### config.mk
export PLATFORM = sky130hd
export DESIGN_NAME = ctr_bus_if
export DESIGN_NICKNAME = d
export VERILOG_FILES = /design/src/rtl/ctr_bus_pkg.sv /design/src/rtl/ctr_bus_ctrl.sv /design/src/rtl/ctr_bus_dpath.sv /design/src/rtl/ctr_bus_if.sv
export SDC_FILE = /design/constraint.sdc
export NUM_CORES = 1
export LEC_CHECK = 0
export BUFFER_PORTS_ARGS = -buffer_cell sky130_fd_sc_hd__clkbuf_2
export CORE_ASPECT_RATIO = 0.75
export CORE_MARGIN = 2
export CORE_UTILIZATION = 45
export CTS_BUF_LIST = sky130_fd_sc_hd__clkbuf_4 sky130_fd_sc_hd__clkbuf_8 sky130_fd_sc_hd__clkbuf_16
export DETAILED_ROUTE_END_ITERATION = 16
export GPL_ROUTABILITY_DRIVEN = 0
export GPL_TIMING_DRIVEN = 0
export MAX_ROUTING_LAYER = met4
export PLACE_DENSITY = 0.76
export SLEW_MARGIN = 20
export SYNTH_ARGS = -nofsm -noshare
export SYNTH_HDL_FRONTEND = slang
export SYNTH_SLANG_ARGS = --single-unit
### constraint.sdc
create_clock -name clk -period 1.6 [get_ports clk]
set_input_delay 0.08 -clock clk [delete_from_list [all_inputs] [get_ports clk]]
set_output_delay 0.08 -clock clk [all_outputs]
set_load 0.01 [all_outputs]
### src/rtl/ctr_bus_pkg.sv
package ctr_bus_pkg;
  parameter int DATA_W        = 8;
  parameter int BYTES_PER_REG = 3;
  parameter int REG_COUNT     = 3;
  parameter int SLOT_COUNT    = REG_COUNT + 1;
  parameter int REG_W         = DATA_W * BYTES_PER_REG;
  parameter int BYTE_IDX_W    = $clog2(BYTES_PER_REG + 1);
  parameter int REG_IDX_W     = $clog2(SLOT_COUNT);
  parameter int PTR_BYTE_LSB  = 0;
  parameter int PTR_REG_LSB   = PTR_BYTE_LSB + BYTE_IDX_W;

  parameter logic [DATA_W-1:0] CMD_MODE0 = 8'h90;
  parameter logic [DATA_W-1:0] CMD_MODE1 = 8'h91;
  parameter logic [DATA_W-1:0] CMD_LOAD  = 8'h20;
  parameter logic [DATA_W-1:0] CMD_LATCH = 8'h21;

  typedef struct packed {
    logic [REG_COUNT-1:0]  regWe;
    logic [REG_IDX_W-1:0]  regIdx;
    logic [BYTE_IDX_W-1:0] byteIdx;
    logic [DATA_W-1:0]     wrByte;
  } strobeT;
endpackage

### src/rtl/ctr_bus_ctrl.sv
module ctr_bus_ctrl
  import ctr_bus_pkg::*;
(
  input  logic              clk,
  input  logic              rstN,
  input  logic [DATA_W-1:0] busData,
  input  logic              cmdSel,
  input  logic              wrStb,
  input  logic              rdStb,
  output strobeT            stb,
  output logic              sysMode,
  output logic              loadStb,
  output logic              latchStb
);
  logic [REG_IDX_W-1:0]  regPtr;
  logic [BYTE_IDX_W-1:0] bytePtr;
  logic [BYTE_IDX_W-1:0] reqByte;
  logic [BYTE_IDX_W-1:0] startByte;
  logic [BYTE_IDX_W-1:0] nextByte;
  logic [REG_COUNT-1:0]  we;
  logic cmdWr, dataWr, dataRd, dataAcc, ptrCmd;

  assign cmdWr   = wrStb & cmdSel;
  assign dataWr  = wrStb & ~cmdSel;
  assign dataRd  = rdStb & ~cmdSel & ~wrStb;
  assign dataAcc = dataWr | dataRd;
  assign ptrCmd  = cmdWr && (busData[DATA_W-1:DATA_W-4] == 4'h0);

  assign reqByte   = busData[PTR_BYTE_LSB +: BYTE_IDX_W];
  assign startByte = (int'(reqByte) < BYTES_PER_REG) ? reqByte : '0;
  assign nextByte  = (int'(bytePtr) == BYTES_PER_REG - 1) ? '0 : bytePtr + 1'b1;

  always_comb begin
    we = '0;
    for (int i = 0; i < REG_COUNT; i++) begin
      we[i] = dataWr && (regPtr == REG_IDX_W'(i));
    end
  end

  assign stb = '{regWe: we, regIdx: regPtr, byteIdx: bytePtr, wrByte: busData};

  always_ff @(posedge clk or negedge rstN) begin
    if (!rstN) begin
      regPtr   <= '0;
      bytePtr  <= '0;
      sysMode  <= 1'b0;
      loadStb  <= 1'b0;
      latchStb <= 1'b0;
    end else begin
      loadStb  <= cmdWr && (busData == CMD_LOAD);
      latchStb <= cmdWr && (busData == CMD_LATCH);
      if (cmdWr && busData == CMD_MODE0) begin
        sysMode <= 1'b0;
      end else if (cmdWr && busData == CMD_MODE1) begin
        sysMode <= 1'b1;
      end
      if (ptrCmd) begin
        regPtr  <= busData[PTR_REG_LSB +: REG_IDX_W];
        bytePtr <= startByte;
      end else if (dataAcc) begin
        bytePtr <= nextByte;
      end
    end
  end
endmodule

### src/rtl/ctr_bus_dpath.sv
module ctr_bus_dpath
  import ctr_bus_pkg::*;
(
  input  logic                       clk,
  input  logic                       rstN,
  input  strobeT                     stb,
  input  logic                       cmdSel,
  input  logic [DATA_W-1:0]          statusIn,
  input  logic [REG_W-1:0]           latchIn,
  output logic [DATA_W-1:0]          busDataOut,
  output logic [REG_COUNT*REG_W-1:0] regFlat
);
  logic [REG_W-1:0]  slotVal;
  logic [DATA_W-1:0] byteOut;

  for (genvar r = 0; r < REG_COUNT; r++) begin : g_reg
    for (genvar b = 0; b < BYTES_PER_REG; b++) begin : g_byte
      logic [DATA_W-1:0] byteQ;
      always_ff @(posedge clk or negedge rstN) begin
        if (!rstN) begin
          byteQ <= '0;
        end else if (stb.regWe[r] && stb.byteIdx == BYTE_IDX_W'(b)) begin
          byteQ <= stb.wrByte;
        end
      end
      assign regFlat[(r*BYTES_PER_REG + b)*DATA_W +: DATA_W] = byteQ;
    end
  end

  always_comb begin
    slotVal = latchIn;
    for (int i = 0; i < REG_COUNT; i++) begin
      if (stb.regIdx == REG_IDX_W'(i)) slotVal = regFlat[i*REG_W +: REG_W];
    end
    byteOut = '0;
    for (int b = 0; b < BYTES_PER_REG; b++) begin
      if (stb.byteIdx == BYTE_IDX_W'(b)) byteOut = slotVal[b*DATA_W +: DATA_W];
    end
  end

  assign busDataOut = cmdSel ? statusIn : byteOut;
endmodule

### src/rtl/ctr_bus_if.sv
module ctr_bus_if
  import ctr_bus_pkg::*;
(
  input  logic              clk,
  input  logic              rstN,
  input  logic [DATA_W-1:0] busData,
  input  logic              cmdSel,
  input  logic              wrStb,
  input  logic              rdStb,
  input  logic [DATA_W-1:0] statusIn,
  input  logic [REG_W-1:0]  latchIn,
  output logic [DATA_W-1:0] busDataOut,
  output logic              sysMode,
  output logic              loadStb,
  output logic              latchStb,
  output logic [REG_W-1:0]  preloadVal,
  output logic [REG_W-1:0]  cmpAVal,
  output logic [REG_W-1:0]  cmpBVal
);
  strobeT                     stb;
  logic [REG_COUNT*REG_W-1:0] regFlat;
  logic [REG_IDX_W-1:0]       curReg;
  logic [BYTE_IDX_W-1:0]      curByte;

  ctr_bus_ctrl u_ctrl (
    .clk(clk), .rstN(rstN), .busData(busData), .cmdSel(cmdSel),
    .wrStb(wrStb), .rdStb(rdStb), .stb(stb), .sysMode(sysMode),
    .loadStb(loadStb), .latchStb(latchStb)
  );

  ctr_bus_dpath u_dpath (
    .clk(clk), .rstN(rstN), .stb(stb), .cmdSel(cmdSel),
    .statusIn(statusIn), .latchIn(latchIn),
    .busDataOut(busDataOut), .regFlat(regFlat)
  );

  assign curReg     = stb.regIdx;
  assign curByte    = stb.byteIdx;
  assign preloadVal = regFlat[0*REG_W +: REG_W];
  assign cmpAVal    = regFlat[1*REG_W +: REG_W];
  assign cmpBVal    = regFlat[2*REG_W +: REG_W];
endmodule

Word level (Yosys, flattened, before mapping):

Cells that the tools add are included.

* reductions and logical operators: 22
* equal/unequal tests: 9
* bitwise gates (word level): 7
* order comparisons: 1
* add/subtract/negate cells: 1
* mux-type cells: 13

Operators with widths (number)
* 24-bit two-way mux: 3
* 8-bit two-way mux: 4
* 1-bit logical AND: 17
* 8-bit by 6-bit equality test with 1-bit output (second input constant): 2
* 8-bit equality test (second input constant): 2
* 2-bit two-way mux: 4
* 2-bit equality test (second input constant): 3
* 1-bit bitwise AND: 4
* 2-bit by 1-bit equality test with 1-bit output (second input constant): 2
* 2-bit logical NOT: 2
* 4-bit logical NOT: 1
* 2-bit nonzero test: 2
* 2-bit by 1-bit adder with 2-bit output (second input constant): 1
* 2-bit < comparator (second input constant): 1
* 1-bit two-way mux: 2
* 1-bit NOT: 2
* 1-bit OR: 1

* output and inout bits: 83
* logic and storage cells: 67
* input bits: 45
* bits in registers: 79

Longest topological paths before layout:

Gate-level depths: netlist (run 1).

* word-level depth: 8
* depth in mapped cells: 5
* gate-level depth less buffers: 3

Hierarchy:

From an unflattened synthesis (run 1), not the netlist that was laid out.

* cells, all modules: 250
* area total of the unflattened synthesis: 3951.3 sq um

By module, submodules not included
* ctr_bus_dpath: cells each 210, instances 1, area an instance 3503.4 sq um
* ctr_bus_ctrl: cells each 40, instances 1, area an instance 447.9 sq um

Worst setup path after synthesis (run 1):

OpenSTA, ideal clock, no wires.

* path type: register to output
* start: reg u_ctrl.regPtr[0]
* end: out busDataOut[6]
* slack: 149 ps
* required time: 1520 ps
* arrival time: 1371 ps
* cell stages (with the launch flop): 6
* cell sequence: dfrtp_1 > buf_6 > buf_6 > mux4_2 > a22oi_1 > o31ai_1

* word-level cells in the longest chain between the ends: 8
* elaborated cells between the ends (all ways): 10
* classes of those cells: eq/ne: 2; mux: 7; reduce/logical: 1

RTL lines
* start: declaration: line ctr_bus_ctrl.sv:15 `logic [REG_IDX_W-1:0] regPtr;`
* start signal: assignment: line ctr_bus_ctrl.sv:58 `regPtr <= busData[PTR_REG_LSB +: REG_IDX_W];`
* 2-bit logical NOT: line ctr_bus_dpath.sv:33 `if (stb.regIdx == REG_IDX_W'(i)) slotVal = regFlat[i*REG_W +: REG_W];`
* 24-bit two-way mux (2 in a row): line ctr_bus_dpath.sv:33
* 24-bit two-way mux *: line ctr_bus_dpath.sv:33
* 8-bit two-way mux (2 in a row): line ctr_bus_dpath.sv:37 `if (stb.byteIdx == BYTE_IDX_W'(b)) byteOut = slotVal[b*DATA_W +: DATA_W];`
* 8-bit two-way mux *: line ctr_bus_dpath.sv:37
* 8-bit two-way mux *: line ctr_bus_dpath.sv:41 `assign busDataOut = cmdSel ? statusIn : byteOut;`
* end: declaration: line ctr_bus_if.sv:12 `output logic [DATA_W-1:0] busDataOut,`

Every way passes the cells marked *; elsewhere a longest branch is shown, timed or not.

Worst setup path after layout (run 1):

* start: reg u_ctrl.regPtr[0]
* end: out busDataOut[4]

Same word-level chain as after synthesis.

==> impl_metrics.py, run 1 <==
metrics = {
    "outcome": {
        "status": "finished, violations left",
        "violations": "setup timing",
    },
    "hold_path": {
        "min_path_type": "in2reg",
        "holdPathStages": 2,
        "min-delay-start": "busData[0]",
    },
    "synthesis": {
        "ys_ff_latch": 79,
        "async_flop_share_pct": 100.0,
        "ys.flop_type": "dfrtp_1",
        "synth_top_area_share_pct": 49.83,
        "syn_area_um2": 3968,
        "synth_fp_nets": 333,
        "syn_avg_cell_area_um2": 13.78,
        "syn-instance-count": 288,
        "synth_area_leaders": "dfrtp_1, mux2_2, mux4_2, o22ai_1, a22oi_1",
        "ys_types": 32,
        "yosys.cell_count.top_type": "mux2_2",
        "synth_edf_count": 0,
        "synth_top_cell_by_area": "dfrtp_1",
        "ys_seq_area_share_pct": 49.83,
        "yosys_warnings": 0,
        "synth_common_cells": "mux2_2, dfrtp_1, o22ai_1, clkbuf_1, nand2_2",
    },
    "drt": {
        "drt_drc_violations_left": 0,
        "route.vias.total": 3150,
        "drt-total-wl_mm": 11.99,
        "dr.pass1.iters": 4,
        "drt_iter0_markers": 154,
        "highest_layer": "met4",
        "met3_length_um": 802,
        "vias_per_cell": 5.790,
        "met2_wirelength_mm": 5.655,
        "wl_per_cell_um": 22.05,
        "wl_met1_mm": 5.402,
        "ant_nets": 0,
    },
    "floorplanning": {
        "die_h_um": 85.32,
        "pin_count": 128,
        "floorplan.rows": 29,
        "die_area_um2": 9592,
        "core_area_um2": 8527,
        "start_util_pct": 46.53,
        "die_x_um": 112.4,
    },
    "sta": {
        "fmax_mhz": 490.7,
        "slew_violations": 0,
        "maxSlewHeadroom_pct": 46.78,
        "hold_viol_final": 0,
        "grt_setup_unrepaired": "yes",
        "setup_viol": 72,
        "setup-tns-final_ns": -12.16,
        "finalCriticalPeriod_ns": 2.038,
        "setup_ws_ns": -0.4380,
        "tightest_slew_ns": 0.7983,
        "skew_ns": 0.01008,
        "finalCritPeriodShare_pct": 127.4,
    },
    "setup_path": {
        "r2r-start": "u_ctrl.regPtr[0]",
        "crit_start": "u_ctrl.regPtr[0]",
        "r2r_cells": 6,
        "crit_path_end_kind": "primary output",
        "start_kind": "flop",
        "crit_arrival_ns": 1.96,
        "path_class": "reg2out",
        "critical_path_required_ns": 1.52,
        "critPathMaxFanout": 7,
    },
    "layout": {
        "final_cells": 544,
        "antenna_cells": 0,
        "area_growth_pct": 38.16,
        "final-seq-area_um2": 1977,
        "layout.nets": 476,
        "layout-drive-gt1-share_pct": 71.33,
        "multi_input_comb_area_um2": 2130,
        "fillers": 615,
    },
    "placed_design": {
        "io_buffers": 126,
        "dp_cells": 524,
        "place_hpwl_mm": 8.196,
    },
    "clocking": {
        "clk_latency_ns": 0.34,
        "clkTransAtPathRegs_ns": 0.06,
        "clockBufferDepth": 2,
        "cts_buffers": 9,
        "cts_tree": "done",
        "clock_sinks": 79,
        "ctsHtreeMaxLevel": 3,
        "cts_root_buffer": "clkbuf_16",
    },
    "grt": {
        "gr-usage-all-layers_pct": 25.98,
        "grt_pass1_vias": 3161,
        "antenna_found_initial": 0,
        "grt_max_degree": 53,
        "grt_pass1_wl_mm": 17.94,
        "gr-total-overflow": 0,
    },
    "run": {
        "drv_cap": 0,
    },
    "power": {
        "p_leak_nw": 2.620,
        "pwr_density_cell_nw_per_um2": 1897,
        "max-vdd-ir-drop_v": 0.0009209,
    },
}
[layout make-up]
type                            instances  share of cell area, %
Clock buffer                           11                  4.497
Inverter                                2                 0.1370
Clock inverter                          5                  1.895
Tap cell                              108                  2.465
Timing Repair Buffer                  136                  14.13
Multi-Input combinational cell        187                  38.85
Sequential cell                        79                  36.06
Buffer                                 16                  1.963
[registers in the layout (all words and copies together), names as in the netlist]
signal	flops
u_ctrl.loadStb	1
u_ctrl.sysMode	1
u_dpath.g.g_byte.byteQ	72
u_ctrl.latchStb	1
u_ctrl.bytePtr	2
u_ctrl.regPtr	2
[placed cells by master (no fill, tap or decap), types with 3 or more instances in the layout]
master     netlist  layout
bufinv_16        0       3
o31ai_1          8       4
mux2_2         103     103
buf_2            5       3
a22oi_2          0       8
nand2_8          0       7
o22ai_2          0       3
buf_6            2       6
clkbuf_2         0     123
mux4_2           8       8
buf_4            0       5
clkbuf_1        10       9
clkbuf_16        0       9
dfrtp_1         79      79
nand2_1          5       4
o31ai_2          0       4
o22ai_1         16      11
or2_2            3       3
[cell families after synthesis]
logic type | after synthesis | share of synthesized area (%)
simple gates | 34 | 5.834
flops | 79 | 49.83
buf+inv | 22 | 2.617
compound gates | 38 | 6.812
mux | 115 | 34.91
[path summary, 6_finish.rpt]
check                                                 endpoint  slack, ns
setup reg to reg           u_dpath.g_reg[2].g_byte[0].byteQ[6]      -0.21
min in group asynchronous                       u_ctrl.loadStb       0.30
hold reg to reg                                 u_ctrl.sysMode       0.52
hold / removal                                  u_ctrl.sysMode       0.06
max in group asynchronous  u_dpath.g_reg[2].g_byte[2].byteQ[5]       0.87
setup / recovery                                 busDataOut[4]      -0.44
[stage by stage]
| step | area (um^2) | power (mW) | hold slack [ns] | setup slack [ns] | util [%] |
|---|---|---|---|---|---|
| after global routing | 5482 | 10.85 | 0.05820 | -0.4670 | 64.28 |
| after CTS | 5335 | 10.18 | 0.03840 | -0.4026 | 62.57 |
| after floorplan | 3968 | 5.810 | -0.2156 | 0.1495 | - |
| after detailed placement | 4783 | 7.459 | 0.1102 | -0.2300 | 56.10 |
| after global placement | 4733 | 7.311 | 0.3712 | -0.3299 | 55.51 |
| final | 5482 | 10.40 | 0.06102 | -0.4380 | 64.28 |
[where the power goes]
| part | leakage (nW) | total, mW | internal, mW | switching, mW |
|---|---|---|---|---|
| sequential | 1.02 | 3.58 | 2.86 | 0.720 |
| combinational | 1.43 | 4.41 | 2.26 | 2.15 |
| clock | 0.174 | 2.41 | 1.59 | 0.821 |
| total | 2.62 | 10.4 | 6.70 | 3.69 |
[routing by layer]
metal	vias to the layer above	global-route usage, %
met5	-	-
met4	0	6.984
met3	10	6.929
met2	134	40.14
met1	1618	34.36
li1	1388	-
[worst max-delay path, stage by stage (launching register included)]
cell and delay [ns]:
dfrtp_1 0.35, buf_6 0.17, buf_12 0.14, mux4_2 0.50, a22oi_2 0.19, o31ai_1 0.12, clkbuf_2 0.14
[repair_timing]
action                                  CTS  global route
endpoints found under the setup margin    9            80
endpoints found under the hold margin    51             0
gates cloned                              1             0
resized for setup                        32            28
hold buffers                              1             0
pin swaps                                 6             4
buffers inserted                          5             1
No activity file was read; power rests on OpenSTA's default activity.
==> run 2: changes to the inputs <==
--- a/config.mk
+++ b/config.mk
@@ -5,16 +5,17 @@
 export SDC_FILE = /design/constraint.sdc
 export NUM_CORES = 1
 export LEC_CHECK = 0
+export ABC_CLOCK_PERIOD_IN_PS = 1700
 export BUFFER_PORTS_ARGS = -buffer_cell sky130_fd_sc_hd__clkbuf_2
 export CORE_ASPECT_RATIO = 0.75
 export CORE_MARGIN = 2
 export CORE_UTILIZATION = 45
-export CTS_BUF_LIST = sky130_fd_sc_hd__clkbuf_4 sky130_fd_sc_hd__clkbuf_8 sky130_fd_sc_hd__clkbuf_16
+export CTS_BUF_LIST = sky130_fd_sc_hd__clkbuf_16
 export DETAILED_ROUTE_END_ITERATION = 16
 export GPL_ROUTABILITY_DRIVEN = 0
 export GPL_TIMING_DRIVEN = 0
 export MAX_ROUTING_LAYER = met4
-export PLACE_DENSITY = 0.76
+export PLACE_DENSITY = 0.79
 export SLEW_MARGIN = 20
 export SYNTH_ARGS = -nofsm -noshare
 export SYNTH_HDL_FRONTEND = slang
==> constraint.sdc (replaced) <==
create_clock -name clk -period 1.7 [get_ports clk]
set_input_delay 0.085 -clock clk [delete_from_list [all_inputs] [get_ports clk]]
set_output_delay 0.085 -clock clk [all_outputs]
set_load 0.01 [all_outputs]
==> run 2 against run 1 <==
Against the previous run:
- the flow still finishes with violations (setup timing)
- die area did not move
- total power fell by 8.4%
- worst setup slack improved by 0.14 ns
- core utilization fell by 1.2 points
- sequential share of layout area rose by 0.67 points
- highest routed layer unchanged
- global-route usage fell by 0.29 points
- first-iteration DRC count rose by 17%
==> impl_metrics.py, run 2 (same netlist as run 1, synthesis figures left out) <==
metrics = {
    "grt": {
        "gr-usage-all-layers_pct": 25.70,
        "gr-total-overflow": 0,
        "antenna_found_initial": 0,
        "use_met1_pct": 36.06,
        "grt_pass1_wl_mm": 18.06,
        "grt-busiest-layer": "met2",
        "grt_max_degree": 49,
        "grt_pass1_vias": 3153,
        "grt_use_met2_pct": 37.51,
        "use_met3_pct": 6.571,
    },
    "layout": {
        "layout-drive-gt1-share_pct": 71.43,
        "layout.cells.most_common": "clkbuf_2",
        "reg_top3": "u_dpath.g.g_byte.byteQ: 72 flops, u_ctrl.bytePtr: 2 flops, u_ctrl.regPtr: 2 flops",
        "area_growth_pct": 35.64,
        "regMostFlops": "u_dpath.g.g_byte.byteQ",
        "antenna_cells": 0,
        "layout.nets": 474,
        "utilization_pct": 63.11,
        "final_cells": 542,
        "final_cell_mix": "clkbuf_2, mux2_2, dfrtp_1",
        "design_area_um2": 5381,
        "fillers": 637,
        "largest_reg_flops": 72,
    },
    "sta": {
        "setup_ws_ns": -0.3006,
        "whs_ns": 0.05250,
        "setup_viol": 50,
        "hold_viol_final": 0,
        "finalCriticalPeriod_ns": 2.001,
        "slew_violations": 0,
        "skew_ns": 0.008259,
        "grt_setup_unrepaired": "yes",
        "maxSlewHeadroom_pct": 49.09,
        "tightest_slew_ns": 0.7636,
        "finalCritPeriodShare_pct": 117.7,
        "fmax_mhz": 499.8,
    },
    "setup_path": {
        "crit_buf_inv": 3,
        "cpLargestDelayFamily": "multiplexers",
        "critPathMaxFanout": 7,
        "path_class": "reg2out",
        "crit_chain": "buf_6 > buf_12 > mux4_2 > a22oi_2 > o31ai_2 > clkbuf_2",
        "start_kind": "flop",
        "crit_arrival_ns": 1.92,
        "worst_path_max_delay_cell": "mux4_2",
        "critical_path_required_ns": 1.62,
        "crit_path_end_kind": "primary output",
        "max_stage_delay_ns": 0.51,
    },
    "power": {
        "max-vdd-ir-drop_v": 0.0009521,
        "combPwrFrac_pct": 43.0,
        "switching_share_pct": 36.09,
        "pwr_density_cell_nw_per_um2": 1769,
        "p_total_mw": 9.520,
        "p_clk_share_pct": 21.7,
        "p_leak_nw": 2.652,
        "p_sw_mw": 3.436,
        "internal_power_mw": 6.084,
        "seqPwrFrac_pct": 35.3,
    },
    "floorplanning": {
        "start_util_pct": 46.53,
        "die_x_um": 112.4,
        "core_area_um2": 8527,
        "die_h_um": 85.32,
        "die_area_um2": 9592,
        "floorplan.rows": 29,
        "pin_count": 128,
    },
    "placed_design": {
        "postPlaceCellArea_um2": 4756,
        "io_buffers": 126,
        "place_hpwl_mm": 8.240,
        "dp_cells": 523,
    },
    "clocking": {
        "clkTransAtPathRegs_ns": 0.06,
        "ctsHtreeMaxLevel": 3,
        "clockBufferDepth": 2,
        "cts_tree": "done",
        "cts_root_buffer": "clkbuf_16",
        "clock_sinks": 79,
        "clk_latency_ns": 0.33,
        "cts_buffers": 9,
    },
    "drt": {
        "drt-total-wl_mm": 11.90,
        "drt_drc_violations_left": 0,
        "route.vias.total": 3135,
        "vias_per_cell": 5.784,
        "dr.pass1.iters": 4,
        "drt_iter0_markers": 180,
        "wl_per_cell_um": 21.96,
        "ant_nets": 0,
    },
    "run": {
        "drv_cap": 0,
    },
    "outcome": {
        "status": "finished, violations left",
        "violations": "setup timing",
    },
    "hold_path": {
        "min_path_type": "in2reg",
    },
}
## run 2: changes by cell type in the layout (fill, tap and decap cells not counted), sizes merged
cell	change
clkbuf	-2
clkinvlp	+1
inv	+2
buf	-2
bufinv	-1
## run 2: what timing repair did
| action | 4_1_cts | 5_1_grt |
|---|---|---|
| setup endpoints to repair | 8 | 27 |
| buffers inserted | 3 | 2 |
| gates resized for setup | 24 | 34 |
| endpoints found under the hold margin | 47 | 0 |
| hold buffers | 1 | 0 |
| pin swaps | 6 | 5 |
| cloned | 1 | 0 |
## run 2: area by class of cell
type	instances	area, um^2	area share (%)
multi-input combinational	187	2108	39.18
sequential	79	1977	36.74
timing repair buffer	134	735.7	13.67
clock buffer	9	225.2	4.185
tap	108	135.1	2.511
buffer	16	103.9	1.930
clock inverter	7	88.84	1.651
inverter	2	7.507	0.1395
## run 2: final timing paths
check                                  from                                   to  slack (ns)  cells after the start
setup / recovery           u_ctrl.regPtr[0]                        busDataOut[5]       -0.30                      6
hold / removal                   busData[0]                       u_ctrl.sysMode        0.05                      2
setup reg to reg           u_ctrl.regPtr[0]  u_dpath.g_reg[0].g_byte[0].byteQ[6]       -0.21                      7
hold reg to reg              u_ctrl.sysMode                       u_ctrl.sysMode        0.51                      1
max in group asynchronous              rstN  u_dpath.g_reg[2].g_byte[1].byteQ[2]        0.72                      3
min in group asynchronous              rstN                       u_ctrl.loadStb        0.36                      2
## run 2: power groups by stage
stage	Clock (mW)	Combinational (mW)	Sequential, mW
final	2.06	4.10	3.36
after floorplan	0	1.90	3.57
after global routing	2.17	4.34	3.46
after global placement	0	3.59	3.28
after CTS	2.08	3.88	3.33
after detailed placement	0	3.66	3.35
## run 2: worst reg2reg max path: cells and delay by family, from the launching register on
kind | cells | cell delay [ns]
flip-flops | 1 | 0.38
AND/OR/NAND/NOR | 2 | 0.48
buffers and inverters | 4 | 0.61
multiplexers | 1 | 0.34
## run 2: metal layers
metal	part of all wire (%)	up-vias	wire length (um)
met5	0	-	0
met4	1.0	0	123
met3	8.4	12	995
met2	47	155	5636
met1	43	1597	5147
li1	-	1371	-
## run 2: metrics by stage
| stage | setup TNS (ns) | worst slack [ns] |
|---|---|---|
| after floorplan | 0 | 0.2445 |
| after global placement | -17.52 | -0.2191 |
| after detailed placement | -0.5609 | -0.1204 |
| after CTS | -2.383 | -0.3201 |
| after global routing | -9.067 | -0.3497 |
| final | -6.075 | -0.3006 |
==> run 3: changes to the inputs <==
--- a/config.mk
+++ b/config.mk
@@ -19,4 +19,5 @@
 export SLEW_MARGIN = 20
 export SYNTH_ARGS = -nofsm -noshare
 export SYNTH_HDL_FRONTEND = slang
+export SYNTH_HIERARCHICAL = 1
 export SYNTH_SLANG_ARGS = --single-unit
==> run 3 against run 2 <==
Against the previous run:
- the flow still finishes with violations (setup timing)
- worst hold slack worse by 0.023 ns
- worst setup slack worse by 0.24 ns
- sequential power is 1% higher
- non-clock buffer count is 2 higher
- critical path depth stayed put
- maximum frequency is 11% lower
- cell count is 6.3% lower
- critical endpoint is now busDataOut[3]
- die area is 0.39% lower
==> impl_metrics.py, run 3 <==
metrics = {
    "sta": {
        "finalCriticalPeriod_ns": 2.237,
        "finalCritPeriodShare_pct": 131.6,
        "setup_ws_ns": -0.5369,
        "setup_viol": 8,
        "maxSlewHeadroom_pct": 57.59,
        "skew_ns": 0.005657,
        "grt_setup_unrepaired": "yes",
        "hold_viol_final": 0,
        "fmax_mhz": 447.0,
        "tightest_slew_ns": 0.6361,
        "slew_violations": 0,
    },
    "drt": {
        "drt_iter0_markers": 108,
        "ant_nets": 0,
        "drt-total-wl_mm": 11.21,
        "route.vias.total": 2924,
        "drt_drc_violations_left": 0,
        "dr.pass1.iters": 4,
        "wl_per_cell_um": 22.06,
        "vias_per_cell": 5.756,
    },
    "setup_path": {
        "crit_arrival_ns": 2.15,
        "start_kind": "flop",
        "critPathMaxFanout": 7,
        "crit_path_end_kind": "primary output",
        "r2r_cells": 4,
        "path_class": "reg2out",
        "critical_path_required_ns": 1.62,
    },
    "clocking": {
        "cts_root_buffer": "clkbuf_16",
        "clockBufferDepth": 2,
        "clkTransAtPathRegs_ns": 0.05,
        "cts_tree": "done",
        "clock_sinks": 79,
        "cts_buffers": 9,
        "clk_latency_ns": 0.33,
        "ctsHtreeMaxLevel": 3,
    },
    "outcome": {
        "violations": "setup timing",
        "status": "finished, violations left",
    },
    "synthesis": {
        "ys_types": 31,
        "ys_ff_latch": 79,
        "synth_top_cell_by_area": "dfrtp_1",
        "synth_area_leaders": "dfrtp_1, mux2_2, mux4_2, mux4_1, a221o_1",
        "async_flop_share_pct": 100.0,
        "yosys_warnings": 6,
        "synth_top_area_share_pct": 50.03,
        "synth_edf_count": 0,
        "syn_area_um2": 3951,
        "ys.flop_type": "dfrtp_1",
        "synth_simple_gate_area_share_pct": 5.383,
        "ys_seq_area_share_pct": 50.03,
        "synth_fp_nets": 295,
        "synth_top_family_by_area": "multiplexers",
        "syn-instance-count": 250,
        "yosys.cell_count.top_type": "dfrtp_1",
        "synth_xor_area_share_pct": 0,
        "synth_adder_area_share_pct": 0,
        "synth.area.mux_share_pct": 36.35,
        "synth-compound-area-share_pct": 4.718,
        "synth_common_cells": "dfrtp_1, mux2_2, mux4_2, mux4_1, buf_4",
        "syn_avg_cell_area_um2": 15.81,
    },
    "layout": {
        "layout-drive-gt1-share_pct": 70.75,
        "fillers": 701,
        "utilization_pct": 61.33,
        "layout.cells.most_common": "clkbuf_2",
        "largest_reg_flops": 72,
        "reg_top3": "u_dpath/g.g_byte.byteQ: 72 flops, u_ctrl/bytePtr: 2 flops, u_ctrl/regPtr: 2 flops",
        "regMostFlops": "u_dpath/g.g_byte.byteQ",
        "design_area_um2": 5207,
        "final_cells": 508,
        "layout.nets": 440,
        "area_growth_pct": 31.79,
        "antenna_cells": 0,
        "final_cell_mix": "clkbuf_2, dfrtp_1, mux2_2, mux4_2, buf_4",
    },
    "grt": {
        "grt_pass1_wl_mm": 17.62,
        "grt_pass1_vias": 3109,
        "grt_max_degree": 47,
        "gr-total-overflow": 0,
        "gr-usage-all-layers_pct": 25.16,
        "antenna_found_initial": 0,
    },
    "power": {
        "p_leak_nw": 2.554,
        "pwr_density_cell_nw_per_um2": 1708,
        "max-vdd-ir-drop_v": 0.0009862,
    },
    "hold_path": {
        "min_path_type": "in2reg",
        "holdPathStages": 2,
    },
    "placed_design": {
        "place_hpwl_mm": 8.105,
        "io_buffers": 127,
        "dp_slack_ns": -0.4878,
        "dp_cells": 486,
        "postPlaceCellArea_um2": 4753,
    },
    "run": {
        "drv_cap": 0,
    },
    "floorplanning": {
        "die_x_um": 112.2,
        "start_util_pct": 46.54,
        "core_area_um2": 8491,
        "pin_count": 128,
        "die_h_um": 85.15,
        "floorplan.rows": 29,
        "die_area_um2": 9554,
    },
}
[run 3: cell type report]
| cell class | count | area [um^2] | area share [%] |
|---|---|---|---|
| plain buffers | 15 | 145.1 | 2.787 |
| flip-flops and latches | 79 | 1979 | 38.01 |
| inverters | 1 | 3.754 | 0.07208 |
| repair buffers | 137 | 755.7 | 14.51 |
| clock buffers | 9 | 225.2 | 4.325 |
| clock inverters | 7 | 65.06 | 1.249 |
| well taps | 108 | 135.1 | 2.595 |
| multi-input cells | 152 | 1898 | 36.45 |
[run 3: metrics by stage]
stage / TNS (ns) / total power, mW / hold slack (ns)
floorplan: -0.04197 / 5.340 / -0.2106
global placement: -22.54 / 6.710 / 0.3172
detailed placement: -14.59 / 6.861 / 0.1672
CTS: -4.292 / 8.893 / 0.01816
global route: -4.506 / 9.385 / 0.02684
finish: -4.014 / 8.894 / 0.02950
[run 3: path summary, 6_finish.rpt]
| path | from | to | slack [ns] |
|---|---|---|---|
| min reg2reg | u_ctrl/sysMode | u_ctrl/sysMode | 0.52 |
| min | busData[3] | u_ctrl/regPtr[1] | 0.03 |
| max in group asynchronous | rstN | u_ctrl/regPtr[1] | 0.74 |
| max | u_ctrl/regPtr[0] | busDataOut[3] | -0.54 |
| min in group asynchronous | rstN | u_dpath/g_reg[0].g_byte[2].byteQ[6] | 0.34 |
| max reg2reg | u_ctrl/regPtr[0] | u_dpath/g_reg[2].g_byte[0].byteQ[6] | 0.05 |
[run 3: metal layers]
metal  wire, um  up-vias  share of wire (%)  track usage, %
met2       5201      128                 46           38.55
met1       5182     1515                 46           34.65
li1           -     1271                  -               -
met5          0        -                  0               -
met3        723       10                6.5           6.357
met4        102        0               0.91           5.100
[run 3: repair_timing]
action,CTS,global route
hold buffers,2,0
pin swaps,5,1
endpoints found under the setup margin,64,56
buffers inserted,6,1
cloned,1,0
resized for setup,19,18
hold endpoints to repair,46,0
[run 3: cell families after synthesis]
group,after synthesis
AO/OA/AOI/OAI,20
multiplexers,100
flip-flops,79
buffers and inverters,19
AND/OR/NAND/NOR,32
[run 3: report_power, final]
part	internal, mW	switching, mW	total (mW)	leakage (nW)
Sequential	2.69	0.722	3.41	1.01
Clock	1.12	0.732	1.86	0.146
Combinational	2.02	1.60	3.62	1.39
Total	5.84	3.06	8.89	2.55
[run 3: critical path, stage by stage (launching register included)]
cell      delay (ns)
dfrtp_1         0.38
buf_6           0.17
buf_12          0.14
mux4_2          0.50
a22o_1          0.23
a221o_1         0.27
clkbuf_2        0.13
